==> src/rtl/ies_pkg.sv <==
package ies_pkg;
  localparam int ADDR_W  = 24;
  localparam int SHORT_W = 16;
  localparam int BYTE_W  = 8;
  localparam int PAGE_W  = ADDR_W - SHORT_W;
  localparam int WORD_BYTES = ADDR_W / BYTE_W;
  localparam int IDX_W   = 3;

  typedef enum logic [1:0] {
    OP_IDLE  = 2'd0,
    OP_WRITE = 2'd1,
    OP_READ  = 2'd2,
    OP_IACK  = 2'd3
  } mem_op_e;

  typedef enum logic [2:0] {
    ST_IDLE, ST_IACK, ST_PUSH, ST_VREAD, ST_DONE
  } seq_state_e;

  typedef enum logic [1:0] {
    K_NMI = 2'd0,
    K_IM1 = 2'd1,
    K_ACK = 2'd2,
    K_VEC = 2'd3
  } entry_kind_e;

  typedef struct packed {
    entry_kind_e         kind;
    logic                adl;
    logic                mix;
    logic [PAGE_W-1:0]   mbase;
    logic [SHORT_W-1:0]  ivec;
    logic [ADDR_W-1:0]   pc;
    logic [SHORT_W-1:0]  sps;
    logic [ADDR_W-1:0]   spl;
  } entry_ctx_t;

  function automatic entry_kind_e classify(input logic nmi, input logic [1:0] im);
    if (nmi)        return K_NMI;
    else if (im[1]) return K_VEC;
    else if (im[0]) return K_IM1;
    else            return K_ACK;
  endfunction

  function automatic logic is_restart(input logic [BYTE_W-1:0] b);
    return (b & 8'hC7) == 8'hC7;
  endfunction

  function automatic logic [BYTE_W-1:0] marker_byte(input logic vec, input logic adl);
    return {6'd0, ~vec, adl};
  endfunction

  function automatic logic [BYTE_W-1:0] pick_byte(input logic [ADDR_W-1:0] v,
                                                  input logic [IDX_W-1:0] sel);
    case (sel)
      3'd0:    return v[7:0];
      3'd1:    return v[15:8];
      default: return v[23:16];
    endcase
  endfunction

  function automatic logic [ADDR_W-1:0] stack_slot(input logic wide,
                                                   input logic [PAGE_W-1:0] page,
                                                   input logic [SHORT_W-1:0] sp_s,
                                                   input logic [ADDR_W-1:0] sp_l,
                                                   input logic [IDX_W-1:0] k);
    if (wide) return sp_l - {{(ADDR_W-IDX_W){1'b0}}, k};
    else      return {page, sp_s - {{(SHORT_W-IDX_W){1'b0}}, k}};
  endfunction

  function automatic logic [ADDR_W-1:0] entry_target(input entry_kind_e kind,
                                                     input logic wide,
                                                     input logic [PAGE_W-1:0] page,
                                                     input logic [BYTE_W-1:0] dbyte,
                                                     input logic [ADDR_W-1:0] word,
                                                     input logic [SHORT_W-1:0] nmi_t,
                                                     input logic [SHORT_W-1:0] im1_t,
                                                     input logic [BYTE_W-1:0] call_op);
    logic [ADDR_W-1:0] t;
    case (kind)
      K_NMI:   t = {{PAGE_W{1'b0}}, nmi_t};
      K_IM1:   t = {{PAGE_W{1'b0}}, im1_t};
      K_VEC:   t = word;
      default: t = (dbyte == call_op) ? word : {{SHORT_W{1'b0}}, dbyte & 8'h38};
    endcase
    return wide ? t : {page, t[SHORT_W-1:0]};
  endfunction
endpackage

==> src/rtl/ies_plan.sv <==
module ies_plan
  import ies_pkg::*;
(
  input  entry_kind_e        kind,
  input  logic               adl,
  input  logic               mix,
  output logic               wide,
  output logic               vec_mode,
  output logic [IDX_W-1:0]   n_ret,
  output logic [IDX_W-1:0]   n_push,
  output logic [IDX_W-1:0]   n_word,
  output logic [BYTE_W-1:0]  marker
);
  localparam logic [IDX_W-1:0] LONG_BYTES  = IDX_W'(WORD_BYTES);
  localparam logic [IDX_W-1:0] SHORT_BYTES = IDX_W'(SHORT_W / BYTE_W);

  always_comb begin
    wide     = adl | mix;
    vec_mode = (kind == K_VEC);
    n_ret    = adl ? LONG_BYTES : SHORT_BYTES;
    n_push   = n_ret + {{(IDX_W-1){1'b0}}, mix};
    n_word   = wide ? LONG_BYTES : SHORT_BYTES;
    marker   = marker_byte(vec_mode, adl);
  end
endmodule

==> src/rtl/ies_push_gen.sv <==
module ies_push_gen
  import ies_pkg::*;
(
  input  logic               wide,
  input  logic [PAGE_W-1:0]  mbase,
  input  logic [SHORT_W-1:0] sps,
  input  logic [ADDR_W-1:0]  spl,
  input  logic [ADDR_W-1:0]  pc,
  input  logic [IDX_W-1:0]   n_ret,
  input  logic [BYTE_W-1:0]  marker,
  input  logic [IDX_W-1:0]   idx,
  output logic [ADDR_W-1:0]  addr,
  output logic [BYTE_W-1:0]  data
);
  logic [IDX_W-1:0] slot_k;
  logic [IDX_W-1:0] byte_sel;

  always_comb begin
    slot_k   = idx + 3'd1;
    byte_sel = n_ret - 3'd1 - idx;
    addr     = stack_slot(wide, mbase, sps, spl, slot_k);
    data     = (idx < n_ret) ? pick_byte(pc, byte_sel) : marker;
  end
endmodule

==> src/rtl/ies_vec_gen.sv <==
module ies_vec_gen
  import ies_pkg::*;
(
  input  logic               wide,
  input  logic [PAGE_W-1:0]  mbase,
  input  logic [SHORT_W-1:0] ivec,
  input  logic [BYTE_W-1:1]  dbyte_hi,
  input  logic [IDX_W-1:0]   idx,
  output logic [ADDR_W-1:0]  addr
);
  logic [ADDR_W-1:0] base;

  always_comb begin
    if (wide) base = {ivec, dbyte_hi, 1'b0};
    else      base = {mbase, ivec[PAGE_W-1:0], dbyte_hi, 1'b0};
    addr = base + {{(ADDR_W-IDX_W){1'b0}}, idx};
  end
endmodule

==> src/rtl/int_entry_seq.sv <==
module int_entry_seq
  import ies_pkg::*;
#(
  parameter logic [15:0] NMI_TARGET = 16'h0066,
  parameter logic [15:0] IM1_TARGET = 16'h0038,
  parameter logic [7:0]  CALL_OP    = 8'hCD
) (
  input  logic        clk,
  input  logic        rst_n,
  input  logic        start,
  input  logic        is_nmi,
  input  logic [1:0]  int_mode,
  input  logic        adl_bit,
  input  logic        mixed_bit,
  input  logic [7:0]  mbase,
  input  logic [15:0] ivec,
  input  logic [23:0] pc_in,
  input  logic [15:0] sps_in,
  input  logic [23:0] spl_in,
  output logic        mem_req,
  output logic [1:0]  mem_op,
  output logic [23:0] mem_addr,
  output logic [7:0]  mem_wdata,
  input  logic        mem_ack,
  input  logic [7:0]  mem_rdata,
  output logic        done,
  output logic [23:0] pc_out,
  output logic        adl_out,
  output logic [15:0] sps_out,
  output logic [23:0] spl_out
);
  seq_state_e        state;
  entry_ctx_t        ctx;
  logic [IDX_W-1:0]  idx;
  logic [BYTE_W-1:0] dbyte;
  logic [ADDR_W-1:0] cap_word;
  logic [ADDR_W-1:0] ins_word;
  logic [ADDR_W-1:0] final_word;
  logic [IDX_W-1:0]  ins_sel;

  logic              wide, vec_mode;
  logic [IDX_W-1:0]  n_ret, n_push, n_word;
  logic [BYTE_W-1:0] marker;
  logic [ADDR_W-1:0] push_addr, vec_addr;
  logic [BYTE_W-1:0] push_data;

  // named events for the checker
  logic              xfer_fire;
  logic              seq_accept;
  logic              last_push, last_vec, fin_noop;
  entry_kind_e       start_kind;

  logic [ADDR_W-1:0]  fin_pc;
  logic               fin_adl;
  logic [SHORT_W-1:0] fin_sps;
  logic [ADDR_W-1:0]  fin_spl;

  ies_plan u_plan (
    .kind(ctx.kind), .adl(ctx.adl), .mix(ctx.mix),
    .wide(wide), .vec_mode(vec_mode), .n_ret(n_ret), .n_push(n_push),
    .n_word(n_word), .marker(marker)
  );

  ies_push_gen u_push (
    .wide(wide), .mbase(ctx.mbase), .sps(ctx.sps), .spl(ctx.spl), .pc(ctx.pc),
    .n_ret(n_ret), .marker(marker), .idx(idx), .addr(push_addr), .data(push_data)
  );

  ies_vec_gen u_vec (
    .wide(wide), .mbase(ctx.mbase), .ivec(ctx.ivec), .dbyte_hi(dbyte[BYTE_W-1:1]),
    .idx(idx), .addr(vec_addr)
  );

  assign xfer_fire  = mem_req & mem_ack;
  assign seq_accept = start && (state == ST_IDLE);
  assign start_kind = classify(is_nmi, int_mode);
  assign last_push  = (idx == n_push - 3'd1);
  assign last_vec   = (idx == n_word - 3'd1);
  assign fin_noop   = (state == ST_IACK);
  assign ins_sel    = (state == ST_IACK) ? idx - 3'd1 : idx;

  generate
    for (genvar b = 0; b < WORD_BYTES; b++) begin : g_ins
      assign ins_word[b*BYTE_W +: BYTE_W] =
        (ins_sel == IDX_W'(b)) ? mem_rdata : cap_word[b*BYTE_W +: BYTE_W];
    end
  endgenerate

  always_comb begin
    final_word = (state == ST_VREAD) ? ins_word : cap_word;
    fin_pc  = fin_noop ? ctx.pc :
              entry_target(ctx.kind, wide, ctx.mbase, dbyte, final_word,
                           NMI_TARGET, IM1_TARGET, CALL_OP);
    fin_adl = fin_noop ? ctx.adl : wide;
    fin_sps = (fin_noop || wide)  ? ctx.sps : ctx.sps - {{(SHORT_W-IDX_W){1'b0}}, n_push};
    fin_spl = (fin_noop || !wide) ? ctx.spl : ctx.spl - {{(ADDR_W-IDX_W){1'b0}}, n_push};
  end

  always_comb begin
    mem_req   = 1'b0;
    mem_op    = OP_IDLE;
    mem_addr  = '0;
    mem_wdata = '0;
    case (state)
      ST_IACK:  begin mem_req = 1'b1; mem_op = OP_IACK; end
      ST_PUSH:  begin mem_req = 1'b1; mem_op = OP_WRITE;
                      mem_addr = push_addr; mem_wdata = push_data; end
      ST_VREAD: begin mem_req = 1'b1; mem_op = OP_READ; mem_addr = vec_addr; end
      default:  ;
    endcase
  end

  assign done = (state == ST_DONE);

  always_ff @(posedge clk) begin
    if (!rst_n) begin
      state    <= ST_IDLE;
      ctx      <= '0;
      idx      <= '0;
      dbyte    <= '0;
      cap_word <= '0;
      pc_out   <= '0;
      adl_out  <= 1'b0;
      sps_out  <= '0;
      spl_out  <= '0;
    end else begin
      case (state)
        ST_IDLE: if (start) begin
          ctx.kind  <= start_kind;
          ctx.adl   <= adl_bit;
          ctx.mix   <= mixed_bit;
          ctx.mbase <= mbase;
          ctx.ivec  <= ivec;
          ctx.pc    <= pc_in;
          ctx.sps   <= sps_in;
          ctx.spl   <= spl_in;
          idx       <= '0;
          dbyte     <= '0;
          cap_word  <= '0;
          state     <= (start_kind == K_ACK || start_kind == K_VEC) ? ST_IACK : ST_PUSH;
        end
        ST_IACK: if (xfer_fire) begin
          if (idx == '0) begin
            dbyte <= mem_rdata;
            if (ctx.kind == K_VEC || is_restart(mem_rdata)) state <= ST_PUSH;
            else if (mem_rdata == CALL_OP) idx <= 3'd1;
            else begin
              state   <= ST_DONE;
              pc_out  <= fin_pc;
              adl_out <= fin_adl;
              sps_out <= fin_sps;
              spl_out <= fin_spl;
            end
          end else begin
            cap_word <= ins_word;
            if (idx == n_word) begin
              state <= ST_PUSH;
              idx   <= '0;
            end else idx <= idx + 3'd1;
          end
        end
        ST_PUSH: if (xfer_fire) begin
          if (last_push) begin
            idx <= '0;
            if (vec_mode) state <= ST_VREAD;
            else begin
              state   <= ST_DONE;
              pc_out  <= fin_pc;
              adl_out <= fin_adl;
              sps_out <= fin_sps;
              spl_out <= fin_spl;
            end
          end else idx <= idx + 3'd1;
        end
        ST_VREAD: if (xfer_fire) begin
          cap_word <= ins_word;
          if (last_vec) begin
            state   <= ST_DONE;
            pc_out  <= fin_pc;
            adl_out <= fin_adl;
            sps_out <= fin_sps;
            spl_out <= fin_spl;
          end else idx <= idx + 3'd1;
        end
        default: state <= ST_IDLE;
      endcase
    end
  end
endmodule

==> config.mk <==
export PLATFORM = sky130hd
export DESIGN_NAME = int_entry_seq
export DESIGN_NICKNAME = d
export VERILOG_FILES = /design/src/rtl/ies_pkg.sv /design/src/rtl/ies_plan.sv /design/src/rtl/ies_push_gen.sv /design/src/rtl/ies_vec_gen.sv /design/src/rtl/int_entry_seq.sv
export SDC_FILE = /design/constraint.sdc
export NUM_CORES = 1
export LEC_CHECK = 0
export CORE_ASPECT_RATIO = 0.75
export CORE_UTILIZATION = 48
export DETAILED_ROUTE_END_ITERATION = 10
export PLACE_DENSITY_LB_ADDON = 0.12
export SLEW_MARGIN = 10
export SYNTH_ARGS = -nofsm -noshare
export SYNTH_HDL_FRONTEND = slang
export SYNTH_SLANG_ARGS = --single-unit
==> constraint.sdc <==
create_clock -name clk -period 4 [get_ports clk]
set_input_delay 0.8 -clock clk [delete_from_list [all_inputs] [get_ports clk]]
set_output_delay 0.8 -clock clk [all_outputs]
set_load 0.02 [all_outputs]
==> out/qor.csv <==
metric,value,unit
timing.final.max_slew_violations,0,
cts.htree.levels,4,
clkSlewWorstSetupHoldPaths,0.08,ns
postSynth.asyncResetShare,0,%
first_global_vias,10200,
post-route-drc-count,0,
startpoint_class_of_the_critical_path,flip-flop,
drv.max_cap_violation_count,0,
detail_route.vias_per_cell,5.82,
yosys-mux-area-fraction,3.62,%
finalCriticalPeriod,3.90,ns
core_footprint,22100,sq um
finalNetCount,1727,
route.vias.total,11100,
grt_pass1_wl,58.9,mm
synth_area_leaders,"dfxtp_1, nand2_1, a21oi_1",
critPathRequiredTime,3.20,ns
total_leakage_power,0.00546,uW
fin_worst_skew,0.0176,ns
area_taken_by_flip_flops_and_latches,3900,sq um
synthesis.nets,1533,
power.ir.vdd_worst,344,uV
synthCells,1403,
seq_area_frac_synth,36.2,%
fraction_of_layout_instances_using_a_drive_strength_above_1,10.6,%
drt-pass1-iter-count,6,
grt_util_all_layers,33.4,%
syn-cell-area,10800,sq um
worst_ep_arrival_time,3.10,ns
avg_inst_size_synth,7.68,sq um
clock_latency,0.45,ns
grt_antenna_before_repair,0,
antenna_left,0,
avgRoutedWirePerCell,20.5,um
cts_sinks,195,
ys_types,62,
synth-simple-area-share,23.7,%
fin_hold_ws,0.450,ns
hp-class,flip-flop to flip-flop,
floorplan.die.height,132,um
yosysTopAreaCell,dfxtp_1,
core.rowCount,47,
synth_enable_flop_cells,0,
die_area,23100,sq um
setup.worst_path.end_class,primary output,
cts_tree,done,
wirelength,38.9,mm
synth_warnings,0,
synth_top_family_by_area,simple AND/OR/NAND/NOR gates,
die_width,175,um
numPortBuffers,205,
globalRoute.totalOverflow,0,
post-dp-hpwl,29.2,mm
yosys_most_used_dff,dfxtp_1,
synth_xor_xnor_area_share,7.72,%
synth_compound_gate_area_share,20.2,%
multi_input_area,6460,sq um
r2r_slack,0.73,ns
tightest_slew,0.842,ns
fmax,257,MHz
synth-adder-area-share,3.25,%
unrepaired_setup_endpoints_after_global_routing,true,
finalSetupViolCount,0,
critPathMaxFanout,5,
synthToLayoutAreaGrowth,30.5,%
clock_tree.root_cell,clkbuf_16,
dr.first_iter.drc_count,1403,
synth.top_cell.area_share,36.2,%
p_per_area,695,nW/um^2
fin_crit_sh,97.5,%
maxSlewHeadroom,43.9,%
maximum_number_of_pins_on_one_net_before_global_route_repair,79,
finalHoldViolCount,0,
finalWeightedCongestion,1.00,
cts.path.max_buffers,2,
crit_type,flip-flop to primary output,
fillerInstances,1996,
cts_inserted_buffers,17,
io_pins,206,
initial_utilization,48.9,%
cts_hold_buf,0,
yosys_register_bits,195,
num_antenna_cells,0,
status,"complete, no violations",
p_total,9780,uW
==> critical path, cell delays in order (launching register included) <==
cell	delay (ns)
dfxtp_1	0.32
buf_4	0.15
ha_1	0.22
xnor2_2	0.16
ha_1	0.32
o21ai_1	0.14
buf_4	0.15
nand3b_1	0.13
buf_4	0.18
nor3_2	0.20
xnor2_1	0.13
o221ai_1	0.24
clkdlybuf4s15_2	0.31
==> per-layer routing <==
layer / vias to the layer above / part of all wire [%] / GRT usage, %
li1: 5280 / - / -
met1: 5224 / 49 / 53.1
met2: 537 / 40 / 44.8
met3: 28 / 10 / 7.87
met4: 0 / 0.85 / 6.91
met5: - / 0 / 0
==> what timing repair did <==
| item | CTS | global route |
|---|---|---|
| pin swaps | 1 | 3 |
| setup endpoints to repair | 22 | 21 |
| buffers inserted | 2 | 0 |
| endpoints found under the hold margin | 0 | 0 |
| gates resized for setup | 45 | 36 |
==> Yosys cell counts (12+ instances only) <==
| library cell | count |
|---|---|
| nand2_1 | 249 |
| dfxtp_1 | 195 |
| a21oi_1 | 160 |
| nor2_1 | 135 |
| clkbuf_1 | 91 |
| xnor2_1 | 60 |
| o21ai_0 | 45 |
| mux2i_1 | 39 |
| a211oi_1 | 36 |
| xor2_1 | 35 |
| nand3_1 | 31 |
| inv_1 | 27 |
| nor3_1 | 25 |
| ha_1 | 20 |
| a22o_1 | 19 |
| o22ai_1 | 19 |
| a22oi_1 | 18 |
| nor4_1 | 15 |
| nor2b_1 | 13 |
| o221ai_1 | 12 |
==> per-stage QoR <==
stage          worst slack [ns]  util (%)  instances  TNS (ns)  instance area, sq um
2_1_floorplan            0.0550         -       1403         0                 10800
3_3_place_gp             0.0766      60.7       1870         0                 13400
3_5_place_dp             0.0676      60.7       1870         0                 13400
4_1_cts                  0.0167      63.5       1903         0                 14000
5_1_grt                 -0.0297      63.8       1903   -0.0674                 14100
6_report                  0.102      63.8       1903         0                 14100
==> sequential cells by signal, indices dropped and copies added, names as in the netlist <==
register  cells
ctx          92
state         3
adl_out       1
spl_out      24
pc_out       24
sps_out      16
dbyte         8
cap_word     24
idx           3
==> cells by family after synthesis <==
kind of cell / after synthesis
buffers and inverters: 142
xor gates and xnor gates: 95
adders and majority gates: 25
DFF: 195
AOI/OAI and AO/OA: 352
and+or+nand+nor: 555
muxes: 39
==> report_power, final <==
part	switching (uW)	internal (uW)
logic	3100	2120
clock network	852	876
registers	398	2430
==> path summary, 6_finish.rpt <==
check | start | to | cells past startpoint
setup / recovery | idx[1]$_SDFFE_PN0P_ | mem_addr[11] | 12
hold / removal | dbyte[0]$_SDFFE_PN0P_ | dbyte[0]$_SDFFE_PN0P_ | 2
setup reg to reg | ctx[88]$_SDFFE_PN0P_ | sps_out[5]$_SDFFE_PN0P_ | 10
hold reg to reg | dbyte[0]$_SDFFE_PN0P_ | dbyte[0]$_SDFFE_PN0P_ | 2
==> layout by cell type, fill, tap and decap left out, types with 11 or more instances in the layout <==
cell type and instances:
xnor2_1 55, nor2b_1 12, buf_4 83, a21oi_1 160, xor2_1 34, nor2_1 134
inv_1 26, or3_1 11, o221ai_1 12, clkdlybuf4s50_1 182, mux2i_1 39, a22oi_1 18
nand2_1 247, nand3_1 30, o21ai_0 44, nor3_1 24, a22o_1 19, clkbuf_16 17
ha_1 17, a211oi_1 36, o22ai_1 19, dfxtp_1 195
==> cell type report <==
class / instances / share of cell area, %
Multi-Input combinational cell: 1066 / 45.9
Tap cell: 294 / 2.62
Timing Repair Buffer: 289 / 18.9
Sequential cell: 195 / 27.8
Inverter: 28 / 0.765
Clock inverter: 14 / 1.03
Clock buffer: 17 / 3.02
Note: power is estimated with default switching activity, not from simulation.
